[src/rtl/evt_logic_pkg.sv]
package evt_logic_pkg;

    localparam int NUM_IN    = 4;
    localparam int NUM_TERM  = 4;
    localparam int CODE_W    = 2 * NUM_IN;

    localparam int ADDR_SEL   = 0;
    localparam int ADDR_TERM0 = 1;
    localparam int ADDR_CTRL  = ADDR_TERM0 + NUM_TERM;
    localparam int NUM_REGS   = ADDR_CTRL + 1;

    typedef enum logic [1:0] {
        LIT_ZERO = 2'b00,
        LIT_TRUE = 2'b01,
        LIT_COMP = 2'b10,
        LIT_ONE  = 2'b11
    } lit_e;

    typedef logic [CODE_W-1:0] term_code_t;

endpackage

[src/rtl/evt_xbar.sv]
module evt_xbar
    import evt_logic_pkg::*;
#(
    parameter int N_SRC = 16,
    parameter int SEL_W = 4
) (
    input  logic [N_SRC-1:0]        src_i,
    input  logic [NUM_IN*SEL_W-1:0] sel_i,
    output logic [NUM_IN-1:0]       pick_o
);

    localparam int SPAN = 2 ** SEL_W;

    logic [SPAN-1:0] src_wide;
    assign src_wide = SPAN'(src_i);

    for (genvar k = 0; k < NUM_IN; k++) begin : g_pick
        assign pick_o[k] = src_wide[sel_i[k*SEL_W +: SEL_W]];
    end

endmodule

[src/rtl/evt_term.sv]
module evt_term
    import evt_logic_pkg::*;
(
    input  logic [NUM_IN-1:0] pick_i,
    input  term_code_t        code_i,
    output logic              hit_o
);

    always_comb begin
        hit_o = 1'b1;
        for (int k = 0; k < NUM_IN; k++) begin
            case (lit_e'(code_i[2*k +: 2]))
                LIT_ZERO: hit_o = 1'b0;
                LIT_TRUE: hit_o = hit_o & pick_i[k];
                LIT_COMP: hit_o = hit_o & ~pick_i[k];
                LIT_ONE:  hit_o = hit_o;
                default:  hit_o = 1'b0;
            endcase
        end
    end

endmodule

[src/rtl/evt_cfg.sv]
module evt_cfg
    import evt_logic_pkg::*;
#(
    parameter int SEL_W  = 4,
    parameter int ADDR_W = 3,
    parameter int CFG_W  = 16
) (
    input  logic                        clk,
    input  logic                        rst_n,
    input  logic                        we_i,
    input  logic [ADDR_W-1:0]           addr_i,
    input  logic [CFG_W-1:0]            wdata_i,
    output logic [NUM_IN*SEL_W-1:0]     sel_o,
    output term_code_t [NUM_TERM-1:0]   code_o,
    output logic                        inv_o,
    output logic                        regout_o,
    output logic [NUM_REGS-1:0]         lock_o,
    output logic                        err_o
);

    localparam int SELS_W = NUM_IN * SEL_W;

    typedef struct packed {
        logic [SELS_W-1:0]          sel;
        term_code_t [NUM_TERM-1:0]  code;
        logic                       inv;
        logic                       regout;
        logic [NUM_REGS-1:0]        lock;
        logic                       err;
    } cfg_t;

    cfg_t cfg_d, cfg_q;
    logic [NUM_REGS-1:0] hit_dec;

    always_comb begin
        for (int r = 0; r < NUM_REGS; r++) begin
            hit_dec[r] = (addr_i == ADDR_W'(r));
        end
    end

    always_comb begin
        cfg_d     = cfg_q;
        cfg_d.err = 1'b0;
        if (we_i) begin
            if (hit_dec == '0 || (hit_dec & cfg_q.lock) != '0) begin
                cfg_d.err = 1'b1;
            end else begin
                cfg_d.lock = cfg_q.lock | hit_dec;
                if (hit_dec[ADDR_SEL]) begin
                    cfg_d.sel = wdata_i[SELS_W-1:0];
                end
                for (int t = 0; t < NUM_TERM; t++) begin
                    if (hit_dec[ADDR_TERM0 + t]) begin
                        cfg_d.code[t] = wdata_i[CODE_W-1:0];
                    end
                end
                if (hit_dec[ADDR_CTRL]) begin
                    cfg_d.inv    = wdata_i[0];
                    cfg_d.regout = wdata_i[1];
                end
            end
        end
    end

    always_ff @(posedge clk or negedge rst_n) begin
        if (!rst_n) begin
            cfg_q <= '0;
        end else begin
            cfg_q <= cfg_d;
        end
    end

    assign sel_o    = cfg_q.sel;
    assign code_o   = cfg_q.code;
    assign inv_o    = cfg_q.inv;
    assign regout_o = cfg_q.regout;
    assign lock_o   = cfg_q.lock;
    assign err_o    = cfg_q.err;

endmodule

[src/rtl/evt_logic_cell.sv]
module evt_logic_cell
    import evt_logic_pkg::*;
#(
    parameter int N_SRC  = 16,
    parameter int ADDR_W = 3,
    localparam int SEL_W = (N_SRC > 1) ? $clog2(N_SRC) : 1,
    localparam int CFG_W = (NUM_IN * SEL_W > CODE_W) ? NUM_IN * SEL_W : CODE_W
) (
    input  logic              clk,
    input  logic              rst_n,
    input  logic [N_SRC-1:0]  src_i,
    input  logic              cfg_we_i,
    input  logic [ADDR_W-1:0] cfg_addr_i,
    input  logic [CFG_W-1:0]  cfg_wdata_i,
    output logic              cfg_err_o,
    output logic              evt_o
);

    typedef struct packed {
        logic val;
    } out_t;

    logic [NUM_IN*SEL_W-1:0]    sel;
    term_code_t [NUM_TERM-1:0]  codes;
    logic                       inv;
    logic                       regout;
    logic [NUM_REGS-1:0]        lock;
    logic [NUM_IN-1:0]          pick;
    logic [NUM_TERM-1:0]        hits;
    logic                       comb_val;
    out_t                       out_d, out_q;

    evt_cfg #(
        .SEL_W  (SEL_W),
        .ADDR_W (ADDR_W),
        .CFG_W  (CFG_W)
    ) u_cfg (
        .clk      (clk),
        .rst_n    (rst_n),
        .we_i     (cfg_we_i),
        .addr_i   (cfg_addr_i),
        .wdata_i  (cfg_wdata_i),
        .sel_o    (sel),
        .code_o   (codes),
        .inv_o    (inv),
        .regout_o (regout),
        .lock_o   (lock),
        .err_o    (cfg_err_o)
    );

    evt_xbar #(
        .N_SRC (N_SRC),
        .SEL_W (SEL_W)
    ) u_xbar (
        .src_i  (src_i),
        .sel_i  (sel),
        .pick_o (pick)
    );

    for (genvar t = 0; t < NUM_TERM; t++) begin : g_term
        evt_term u_term (
            .pick_i (pick),
            .code_i (codes[t]),
            .hit_o  (hits[t])
        );
    end

    assign comb_val = (|hits) ^ inv;

    always_comb begin
        out_d     = out_q;
        out_d.val = comb_val;
    end

    always_ff @(posedge clk or negedge rst_n) begin
        if (!rst_n) begin
            out_q <= '0;
        end else begin
            out_q <= out_d;
        end
    end

    assign evt_o = regout ? out_q.val : comb_val;

endmodule

[config.mk]
export PLATFORM = sky130hd
export DESIGN_NAME = evt_logic_cell
export DESIGN_NICKNAME = d
export VERILOG_FILES = /design/src/rtl/evt_logic_pkg.sv /design/src/rtl/evt_xbar.sv /design/src/rtl/evt_term.sv /design/src/rtl/evt_cfg.sv /design/src/rtl/evt_logic_cell.sv
export SDC_FILE = /design/constraint.sdc
export NUM_CORES = 1
export LEC_CHECK = 0
export BUFFER_PORTS_ARGS = -buffer_cell sky130_fd_sc_hd__buf_2
export CAP_MARGIN = 10
export CORE_ASPECT_RATIO = 0.6
export CORE_MARGIN = 4
export CORE_UTILIZATION = 47
export CTS_CLUSTER_SIZE = 16
export DETAILED_ROUTE_END_ITERATION = 10
export GPL_ROUTABILITY_DRIVEN = 0
export PLACE_DENSITY = 0.66
export SYNTH_ARGS = -nofsm -noshare
export SYNTH_HDL_FRONTEND = slang
export SYNTH_HIERARCHICAL = 1
export SYNTH_SLANG_ARGS = --single-unit
[constraint.sdc]
create_clock -name clk -period 3.55 [get_ports clk]
set_clock_uncertainty 0.15 [all_clocks]
set_input_delay 0.355 -clock clk [delete_from_list [all_inputs] [get_ports clk]]
set_output_delay 0.355 -clock clk [all_outputs]
set_load 0.1 [all_outputs]
Word level (Yosys, flattened, before mapping)
Index checks and enable logic that the tools add are counted.
Storage, ports and cells
  input port bits: 38
  register bits after elaboration: 58
  word-level logic and storage cells: 154
Operators by class
  bitwise operators: 32
  order comparisons: 4
  equality and inequality tests: 53
  mux-type cells: 27
  reductions and logical operators: 28
Operator list (count)
  $eq 2x2->1 const B: 32
  $pmux 1 s4: 16
  $eq 2x1->1 const B: 16
  $logic_not 2->1: 16
  $and 1x1->1: 24
  $lt 4x5->1 const B: 4
  $reduce_and 3->1: 6
  $bmux 1 s4: 4
  $mux 1: 7
  $and 6x6->6: 1
  $eq 3x2->1 const B: 2
  $eq 3x3->1 const B: 2
  $logic_not 6->1: 1
  $or 6x6->6: 1
  $reduce_bool 6->1: 1
  $not 1->1: 5
  $reduce_or 4->1: 1
  $eq 3x1->1 const B: 1
  $logic_not 3->1: 1
  $reduce_and 2->1: 1
  $logic_or 1x1->1: 1
  $xor 1x1->1: 1

Depth between registers and ports, before layout
Gate-level depths: netlist of run 1.
  word-level depth: 13
  depth in mapped cells: 9

Hierarchy
The synthesis of run 1 kept the hierarchy.
Modules (own cells, without submodules)
  evt_cfg: area each 2284.7 um^2, cells each 137, times used 1
  evt_term: area each 206.4 um^2, cells each 24, times used 4
  evt_xbar: area each 540.5 um^2, cells each 28, times used 1
  evt_logic_cell: area each 57.6 um^2, cells each 4, times used 1

Least setup slack after synthesis of run 1
Ideal clock, no wire load.
  path type: register to output
  from: register u_cfg.cfg_q (netlist bit u_cfg/sel_o[0])
  to: output evt_o
  stages on the path, launching flop included: 10
  setup slack: 230 ps
  path buffers: 0
  data arrival time: 2815 ps
  cells stage by stage: dfrtp_1 -> mux4_1 -> mux2i_1 -> mux2i_1 -> mux2i_1 -> or4_1 -> nor4_2 -> nor4_2 -> xnor2_1 -> mux2_2
On the way
  longest elaborated chain between the ends: 13
  elaborated cells on any way between the ends: 46
  classes of those cells: mux (19); bitwise (26); reduce/logical (1)
Ends and longest elaborated chain
  from (decl): RTL line evt_cfg.sv:32  | cfg_t cfg_d, cfg_q;
  from (signal assigned): RTL line evt_cfg.sv:69  | cfg_q <= cfg_d;
  $bmux 1 s4 (*): RTL line evt_xbar.sv:18  | assign pick_o[k] = src_wide[sel_i[k*SEL_W +: SEL_W]];
  $mux 1 (not written as such) (*): RTL line evt_xbar.sv:18
  via pick[0]: RTL line evt_logic_cell.sv:28  | logic [NUM_IN-1:0] pick;
  $not 1->1: RTL line evt_term.sv:15  | LIT_COMP: hit_o = hit_o & ~pick_i[k];
  $pmux 1 s4 (*): RTL line evt_term.sv:12  | case (lit_e'(code_i[2*k +: 2]))
  $and 1x1->1, on equally long branches: RTL line evt_term.sv:15, evt_term.sv:14
  $pmux 1 s4 (*): RTL line evt_term.sv:12
  $and 1x1->1, on equally long branches: RTL line evt_term.sv:15, evt_term.sv:14
  $pmux 1 s4 (*): RTL line evt_term.sv:12
  $and 1x1->1, on equally long branches: RTL line evt_term.sv:15, evt_term.sv:14
  $pmux 1 s4 (*): RTL line evt_term.sv:12
  via hits[0]: RTL line evt_logic_cell.sv:29  | logic [NUM_TERM-1:0] hits;
  $reduce_or 4->1 (*): RTL line evt_logic_cell.sv:68  | assign comb_val = (|hits) ^ inv;
  $xor 1x1->1 (*): RTL line evt_logic_cell.sv:68
  via comb_val: RTL line evt_logic_cell.sv:30  | logic comb_val;
  $mux 1 (*): RTL line evt_logic_cell.sv:83  | assign evt_o = regout ? out_q.val : comb_val;
  to (decl): RTL line evt_logic_cell.sv:16  | output logic evt_o
Mark *: on every way through the listed nets, which the timed path passes. The rest lies on a longest branch. The select of a mux whose other input is x is not followed.

Worst setup path after layout of run 1
Ends and elaborated chain as after synthesis.

==> flow_summary.yaml, run 1 <==
power:
  internal_power_mw: 2.19
  swShare: 0.364
  p_switching_mw: 1.25
  power.leakage_nw: 2.09
  clkPwrFrac: 0.219
  power.share.sequential: 0.343
  ir_drop_mv: 0.309
  p_comb_frac: 0.438
  p_per_area_mw_per_mm2: 786
  finalPower_mw: 3.44
floorplanning:
  dieWidth_um: 123
  start_util: 0.498
  die_area_sq_mm: 0.00942
  core_sq_mm: 0.00745
  io_pins: 40
  die_h_um: 76.8
  rows: 24
route:
  drt-initial-drc-count: 128
  vias_per_cell: 5.40
  num_vias: 2269
  wl_um: 7730
  ant_nets: 0
  drc: 0
  avgRoutedWirePerCell_um: 18.4
  first_pass_iters: 4
global_route:
  grtUsageMet2: 0.225
  overflow: 0
  grt_pass1_vias: 2304
  grt_max_degree: 41
  grtUsageTotal: 0.183
  use_met3: 0.0618
  grt_pass1_wl_um: 12800
  top_usage_layer: "met1"
  antenna_found_initial: 0
  globalRouteMet1Util: 0.287
finish:
  fin_nets: 387
  drive_gt1_frac: 0.437
  final_cell_mix: "dfrtp_1 (54), buf_2 (38), ha_1 (36), mux2_2 (34), inv_1 (26)"
  mostFrequentLayoutCell: "dfrtp_1"
  final_cell_count_no_fill: 420
  nFillCells: 621
  fin_util: 0.588
  syn2layout_area_growth_pct: 18.0
  insertedDiodeCount: 0
logic_synthesis:
  syn_area_per_cell_sq_um: 14.0
  synth_fp_nets: 339
  synth.yosys.warnings: 6
  yosysSeqAreaShare: 0.391
  syn_inst: 265
  synth_cell_types: 31
  synthesis.area_sq_mm: 0.00371
  ys_ff_latch: 58
worst_setup_path:
  cp-end-kind: "primary output"
  worstSetupPathType: "reg2out"
  rr_startpoint: "u_cfg/sel_o[0]"
  crit_fanout: 5
  required_ns: 3.04
  crit_chain: "mux4_2 -> mux2i_4 -> mux2i_4 -> mux2i_1 -> or4_4 -> nor4_4 -> nor4_2 -> xnor2_1 -> mux2_4 -> buf_12"
  path_delay_family: "multiplexers"
  crit_start: "u_cfg/sel_o[0]"
  cp.arrival_ns: 3.17
  path_buf_inv: 1
  slowest_stage: "mux4_2"
  cp_common_cell: "mux2i_4"
  critPathLaunchType: "flip-flop"
  cpPeakStageDelay_ns: 0.55
sta:
  setup_viol: 1
  hold_slack_ns: -0.00341
  max_freq_mhz: 272
  worst_pin_slew_ns: 0.905
  layout_min_cycle_time_ns: 3.67
  worst_slack_ns: -0.120
  finalCritPeriodShare: 1.03
  relSlewSlack: 0.397
  rsz0062_at_grt: "yes"
  slew_viol_final: 0
  finalHoldViolCount: 3
clock_tree:
  post_cts.repair.setup_buffers: 0
  clockBufferDepth: 2
  htree_num_levels: 3
  clock-sinks: 58
  numCtsBuffers: 9
  cts_hold_buf: 0
  tritoncts: "yes"
  root_buffer: "clkbuf_16"
  clk_pin_slew_ns: 0.05
  clk_latency_ns: 0.33
outcome:
  violations: "hold timing, setup timing"
  status: "finished, violations left"
worst_hold_path:
  hp-class: "in2async"
run:
  maxCapViolCount: 0
placement:
  dp.cells: 406
  dp_slack_ns: -0.0388
  port_buffers: 39
  dp_hpwl_um: 5690
==> cell usage after synthesis <==
library cell | n | area, sq um
dfrtp_1 | 58 | 1450
ha_1 | 36 | 450
mux2_2 | 35 | 394
inv_1 | 26 | 97.6
mux2_4 | 16 | 240
mux2i_1 | 16 | 160
mux4_1 | 16 | 420
a21oi_1 | 12 | 60.1
xor2_1 | 12 | 105
nor4_2 | 5 | 62.6
or4_1 | 4 | 30.0
buf_6 | 3 | 33.8
nand2b_1 | 3 | 18.8
a31oi_1 | 2 | 12.5
nand3b_1 | 2 | 15.0
o21ai_0 | 2 | 10.0
or2_2 | 2 | 12.5
or3_1 | 2 | 12.5
a22o_1 | 1 | 8.76
and2b_2 | 1 | 8.76
buf_2 | 1 | 5.00
nand2_2 | 1 | 6.26
nand3b_4 | 1 | 20.0
nor2_1 | 1 | 3.75
nor3_1 | 1 | 5.00
nor3b_1 | 1 | 7.51
nor3b_2 | 1 | 12.5
nor3b_4 | 1 | 18.8
nor4b_1 | 1 | 8.76
or2b_1 | 1 | 7.51
xnor2_1 | 1 | 8.76
==> worst reg2reg max path, stage by stage, from the launching register on <==
cell and delay [ns]:
dfrtp_2 0.43, mux4_2 0.55, mux2i_4 0.19, mux2i_4 0.14
mux2i_1 0.16, or4_4 0.44, nor4_4 0.23, nor4_2 0.09
xnor2_1 0.21
==> power by group through the flow <==
stage	combinational [mW]	sequential (mW)	clock, mW
floorplan	0.991	1.10	0
global placement	1.29	1.16	0
detailed placement	1.31	1.16	0
CTS	1.40	1.17	0.772
global route	1.63	1.22	0.806
finish	1.51	1.18	0.754
==> logic make-up (layout without fill, tap and decap cells) <==
logic type | count (synthesis) | in the layout | synth area share
AO/OA/AOI/OAI | 17 | 17 | 0.0246
XOR/XNOR | 13 | 13 | 0.0307
adder cells (fa/ha/maj) | 36 | 36 | 0.121
buffers and inverters | 30 | 81 | 0.0368
flip-flops | 58 | 58 | 0.391
multiplexers | 83 | 83 | 0.328
AND/OR/NAND/NOR | 28 | 28 | 0.0675
==> stage by stage <==
step                      instance area (sq um)  setup TNS [ns]
after floorplan                            3710               0
after global placement                     4030         -0.0550
after detailed placement                   4030         -0.0388
after CTS                                  4310          -0.154
after global routing                       4380          -0.282
final                                      4380          -0.120
==> path summary, 6_finish.rpt <==
check,endpoint,slack (ns),depth (start not counted)
worst max-delay path,evt_o,-0.12,10
worst min-delay path,u_cfg/sel_o[6],-0.003,1
worst max register to register,out_q,0.87,8
worst min register to register,u_cfg/lock_o[1],0.33,1
max in group asynchronous,u_cfg/code_o[19],2.45,2
min in group clk,u_cfg/sel_o[8],0.11,2
==> repair_timing <==
item	4_1_cts	5_1_grt
resized for setup	17	13
setup endpoints to repair	1	1
pin swaps	4	4
==> state kept, by name (all words and copies together) (netlist names) <==
signal / count
u_cfg/code_o: 32
u_cfg/sel_o: 16
u_cfg/lock_o: 6
out_q: 1
u_cfg/err_o: 1
u_cfg/inv_o: 1
u_cfg/regout_o: 1
==> cell type report <==
class / count / area [sq um] / share of cell area
multi-input cells: 177 / 2210 / 0.506
well taps: 104 / 130 / 0.0297
repair buffers: 41 / 225 / 0.0515
inverters: 26 / 97.6 / 0.0223
flip-flops and latches: 58 / 1460 / 0.333
clock buffers: 14 / 254 / 0.0580
==> per-layer routing <==
metal,routed length [um],vias up
li1,-,1066
met1,4140,1137
met2,3050,53
met3,431,13
met4,108,0
met5,0,-
Power figures use the tool's default switching activity.
==> run 2, diff against run 1 <==
Settings changed: CELL_PAD_IN_SITES_DETAIL_PLACEMENT set to 1, CELL_PAD_IN_SITES_GLOBAL_PLACEMENT set to 1, CTS_BUF_LIST set to sky130_fd_sc_hd__clkbuf_8, PLACE_DENSITY 0.66 to not set, PLACE_DENSITY_LB_ADDON set to 0.1.
==> flow_summary.yaml, run 2 (same netlist as run 1, synthesis figures left out) <==
clock_tree:
  post_cts.repair.setup_buffers: 0
  clockBufferDepth: 2
  clk_pin_slew_ns: 0.07
  clk_latency_ns: 0.33
  root_buffer: "clkbuf_8"
  htree_num_levels: 3
  numCtsBuffers: 9
  clock-sinks: 58
  tritoncts: "yes"
global_route:
  globalRouteMet1Util: 0.318
  top_usage_layer: "met1"
  overflow: 0
  grtUsageMet2: 0.295
  grt_pass1_vias: 2610
  use_met3: 0.0654
  antenna_found_initial: 0
  grt_pass1_wl_um: 14900
  grt_max_degree: 24
  grtUsageTotal: 0.211
worst_setup_path:
  crit_fanout: 5
  reg2regPathDepth: 9
  r2r_setup_slack_ns: 0.73
  critPathLaunchType: "flip-flop"
  slowest_stage: "mux4_2"
  required_ns: 3.04
  crit_start: "u_cfg/sel_o[0]"
  worstSetupPathType: "reg2out"
  r2r_end: "out_q"
  cpPeakStageDelay_ns: 0.55
  cp.arrival_ns: 3.35
  cp-end-kind: "primary output"
  crit_chain: "mux4_2 -> mux2i_4 -> mux2i_4 -> buf_6 -> mux2i_1 -> or4_4 -> nor4_4 -> nor4_4 -> xnor2_2 -> mux2_4 -> buf_12"
  rr_startpoint: "u_cfg/sel_o[0]"
finish:
  nFillCells: 768
  syn2layout_area_growth_pct: 18.0
  insertedDiodeCount: 0
  largest_reg_flops: 32
  final_cell_mix: "dfrtp_1 (54), buf_2 (38), ha_1 (36), mux2_2 (34), inv_1 (26)"
  mostFrequentLayoutCell: "dfrtp_1"
  drive_gt1_frac: 0.456
  final_cell_count_no_fill: 424
  fin_nets: 391
route:
  first_pass_iters: 4
  num_vias: 2296
  wl_um: 9070
  vias_per_cell: 5.42
  drc: 0
  drt-initial-drc-count: 103
  avgRoutedWirePerCell_um: 21.4
  ant_nets: 0
power:
  clkPwrFrac: 0.178
  internal_power_mw: 2.10
  p_comb_frac: 0.470
  power.share.sequential: 0.351
  swShare: 0.385
  p_switching_mw: 1.31
  p_per_area_mw_per_mm2: 779
  ir_drop_mv: 0.331
  power.leakage_nw: 2.10
placement:
  port_buffers: 39
  dp_slack_ns: -0.292
  dp.cells: 409
  dp_hpwl_um: 6850
run:
  maxCapViolCount: 0
worst_hold_path:
  whs_path_depth: 2
  hp-class: "in2reg"
  whs_endpoint: "u_cfg/sel_o[10]"
  hold_path.startpoint: "cfg_wdata_i[10]"
sta:
  finalHoldViolCount: 0
  relSlewSlack: 0.561
  setup_viol: 1
  max_freq_mhz: 260
  worst_slack_ns: -0.302
  finalCritPeriodShare: 1.09
  layout_min_cycle_time_ns: 3.85
  fin_tns_setup_ns: -0.302
  slew_viol_final: 0
  rsz0062_at_grt: "yes"
  worst_pin_slew_ns: 0.658
  hold_slack_ns: 0.102
outcome:
  status: "finished, violations left"
  violations: "setup timing"
floorplanning:
  dieWidth_um: 123
  core_sq_mm: 0.00745
  io_pins: 40
  die_area_sq_mm: 0.00942
  die_h_um: 76.8
  rows: 24
  start_util: 0.498
run 2: changes by cell type in the layout (fill, tap and decap cells not counted), moves of 2 or more:
cell / change
clkbuf_8: +10
clkbuf_16: -9
clkbuf_1: -4
nor4_2: -3
nor4_4: +3
buf_4: +2
clkinv_2: +2
run 2: through the flow:
stage          total power [mW]  utilization  instance area, sq um
3_3_place_gp               2.48        0.544                  4050
5_1_grt                    3.65        0.588                  4380
6_report                   3.41        0.588                  4380
3_5_place_dp               2.54        0.544                  4050
4_1_cts                    3.39        0.584                  4350
2_1_floorplan              2.09            -                  3710
run 2: power by group through the flow:
stage          registers (mW)  clock network [mW]  logic [mW]
2_1_floorplan            1.10                   0       0.991
3_3_place_gp             1.16                   0        1.31
4_1_cts                  1.19               0.634        1.56
5_1_grt                  1.24               0.665        1.74
6_report                 1.20               0.608        1.60
3_5_place_dp             1.18                   0        1.36
run 2: timing repair:
| item | CTS | global route |
|---|---|---|
| gates resized for setup | 28 | 7 |
| setup endpoints to repair | 1 | 1 |
| hold endpoints to repair | 18 | 0 |
| hold buffers | 1 | 0 |
| pin swaps | 6 | 0 |
run 2: cell type report:
class | instances | area [sq um] | share of cell area
Sequential cell | 58 | 1460 | 0.333
Clock buffer | 11 | 151 | 0.0346
Multi-Input combinational cell | 177 | 2240 | 0.512
Timing Repair Buffer | 45 | 262 | 0.0597
Clock inverter | 3 | 40.0 | 0.00915
Inverter | 26 | 97.6 | 0.0223
Tap cell | 104 | 130 | 0.0297
run 2: layer usage:
metal / share of wire / wire length [um]
met1: 0.53 / 4770
met2: 0.44 / 3970
met3: 0.029 / 263
met4: 0.0069 / 63
met5: 0 / 0
run 2: worst max-delay path by stage:
| stage | end | slack (ns) | cells past startpoint |
|---|---|---|---|
| 2_1_floorplan | evt_o | 0.23 | 9 |
| 3_3_place_gp | evt_o | -0.18 | 11 |
| 3_5_place_dp | evt_o | -0.29 | 11 |
| 4_1_cts | evt_o | -0.33 | 11 |
| 5_1_grt | evt_o | -0.45 | 11 |
| 6_report | evt_o | -0.30 | 11 |
run 2: worst max-delay path: cells and delay by family (launching register included):
kind	cells	cell delay, ns
xor+xnor	1	0.16
buf+inv	2	0.31
flops	1	0.47
mux	5	1.32
simple gates	3	0.76
==> run 3, diff against run 2 <==
Clock period 3.55 ns to 4.85 ns, I/O delays scaled along.
==> flow_summary.yaml, run 3 (same netlist as run 1, synthesis figures left out) <==
outcome:
  status: "complete, no violations"
global_route:
  grt_pass1_vias: 2474
  overflow: 0
  antenna_found_initial: 0
  grt_pass1_wl_um: 13900
  grt_max_degree: 59
  grtUsageTotal: 0.197
placement:
  dp_hpwl_um: 6390
  placed_cell_area_sq_mm: 0.00400
  port_buffers: 39
  dp_slack_ns: 0.834
finish:
  fin_nets: 386
  mostFrequentLayoutCell: "dfrtp_1"
  final_cell_mix: "dfrtp_1 (58), buf_2 (39), ha_1 (36), mux2_2 (35), inv_1 (27)"
  drive_gt1_frac: 0.370
  nFillCells: 792
  fin_area_sq_mm: 0.00417
  fin_util: 0.560
  largest_reg_flops: 32
  syn2layout_area_growth_pct: 12.5
  insertedDiodeCount: 0
route:
  avgRoutedWirePerCell_um: 20.0
  first_pass_iters: 4
  ant_nets: 0
  vias_per_cell: 5.32
  wl_um: 8380
  drt-initial-drc-count: 114
  num_vias: 2234
  drc: 0
clock_tree:
  numCtsBuffers: 9
  post_cts.repair.setup_buffers: 0
  clk_latency_ns: 0.34
  clk_pin_slew_ns: 0.06
  cts_hold_buf: 0
  clock-sinks: 58
  htree_num_levels: 3
  root_buffer: "clkbuf_8"
  clockBufferDepth: 2
  cts_resized: 0
  tritoncts: "yes"
power:
  swShare: 0.385
  power.leakage_nw: 2.06
  clkPwrFrac: 0.179
  finalPower_mw: 2.19
  power.share.sequential: 0.388
  p_comb_frac: 0.433
  p_switching_mw: 0.845
  internal_power_mw: 1.35
  p_per_area_mw_per_mm2: 526
  ir_drop_mv: 0.200
sta:
  setup_viol: 0
  finalHoldViolCount: 0
  max_freq_mhz: 230
  layout_min_cycle_time_ns: 4.35
  worst_slack_ns: 0.504
  slew_viol_final: 0
  rsz0062_at_grt: "no"
  worst_pin_slew_ns: 0.937
  fin_tns_setup_ns: 0
  relSlewSlack: 0.357
  finalCritPeriodShare: 0.896
floorplanning:
  core_sq_mm: 0.00745
  dieWidth_um: 123
  die_h_um: 76.8
  die_area_sq_mm: 0.00942
  start_util: 0.498
  io_pins: 40
  rows: 24
worst_hold_path:
  hp-class: "in2async"
worst_setup_path:
  required_ns: 4.22
  critPathLaunchType: "flip-flop"
  crit_fanout: 5
  cp.arrival_ns: 3.71
  worstSetupPathType: "reg2out"
  cp-end-kind: "primary output"
run:
  maxCapViolCount: 0
==> run 3: cell types whose count changed in the layout (fill, tap and decap cells not counted), sizes merged <==
cell | before | now
buf | 44 | 40
bufinv | 1 | 0
clkinv | 2 | 3
dlygate4sd3 | 1 | 0
inv | 26 | 27
==> run 3: power by group through the flow <==
stage / clock [mW] / sequential (mW) / combinational [mW]
3_5_place_dp: 0 / 0.859 / 0.945
6_report: 0.391 / 0.852 / 0.950
4_1_cts: 0.403 / 0.853 / 0.957
2_1_floorplan: 0 / 0.802 / 0.725
5_1_grt: 0.431 / 0.881 / 1.04
3_3_place_gp: 0 / 0.847 / 0.913
==> run 3: area by class of cell <==
class / count / area [sq um] / area share
multi-input combinational: 177 / 2120 / 0.508
clock buffer: 11 / 151 / 0.0363
clock inverter: 4 / 18.8 / 0.00450
inverter: 26 / 97.6 / 0.0234
timing repair buffer: 40 / 203 / 0.0486
tap: 104 / 130 / 0.0312
sequential: 58 / 1450 / 0.348
==> run 3: metal layers <==
metal  vias up  track usage  wire length, um
met5         -            0                0
met4         0       0.0559              124
met3        12       0.0699              352
met2        32        0.269             3620
met1      1124        0.293             4290
li1       1066            -                -
==> run 3: final timing paths <==
| check | start | end | slack [ns] | cells after the start |
|---|---|---|---|---|
| setup / recovery | u_cfg/sel_o[8] | evt_o | 0.50 | 10 |
| hold / removal | rst_n | u_cfg/sel_o[12] | 0.14 | 2 |
| setup reg to reg | u_cfg/sel_o[8] | out_q | 1.84 | 8 |
| hold reg to reg | u_cfg/lock_o[1] | u_cfg/lock_o[1] | 0.33 | 1 |
| max in group asynchronous | rst_n | u_cfg/code_o[21] | 3.91 | 2 |
| min in group clk | cfg_wdata_i[12] | u_cfg/sel_o[12] | 0.22 | 2 |
==> run 3: stage by stage <==
step | hold WS (ns) | instances
global route | 0.194 | 420
floorplan | 0.0394 | 265
CTS | 0.168 | 420
finish | 0.144 | 420
global placement | 0.313 | 405
detailed placement | 0.314 | 405
==> run 3: worst max-delay path: stages (launching register included) <==
cell and delay [ns]:
dfrtp_1 0.48, mux4_1 0.66, mux2i_1 0.16, mux2i_1 0.31
xor2_1 0.26, a21oi_1 0.31, nor4_2 0.10, nor4_2 0.31
xnor2_1 0.19, mux2_2 0.18, buf_2 0.41
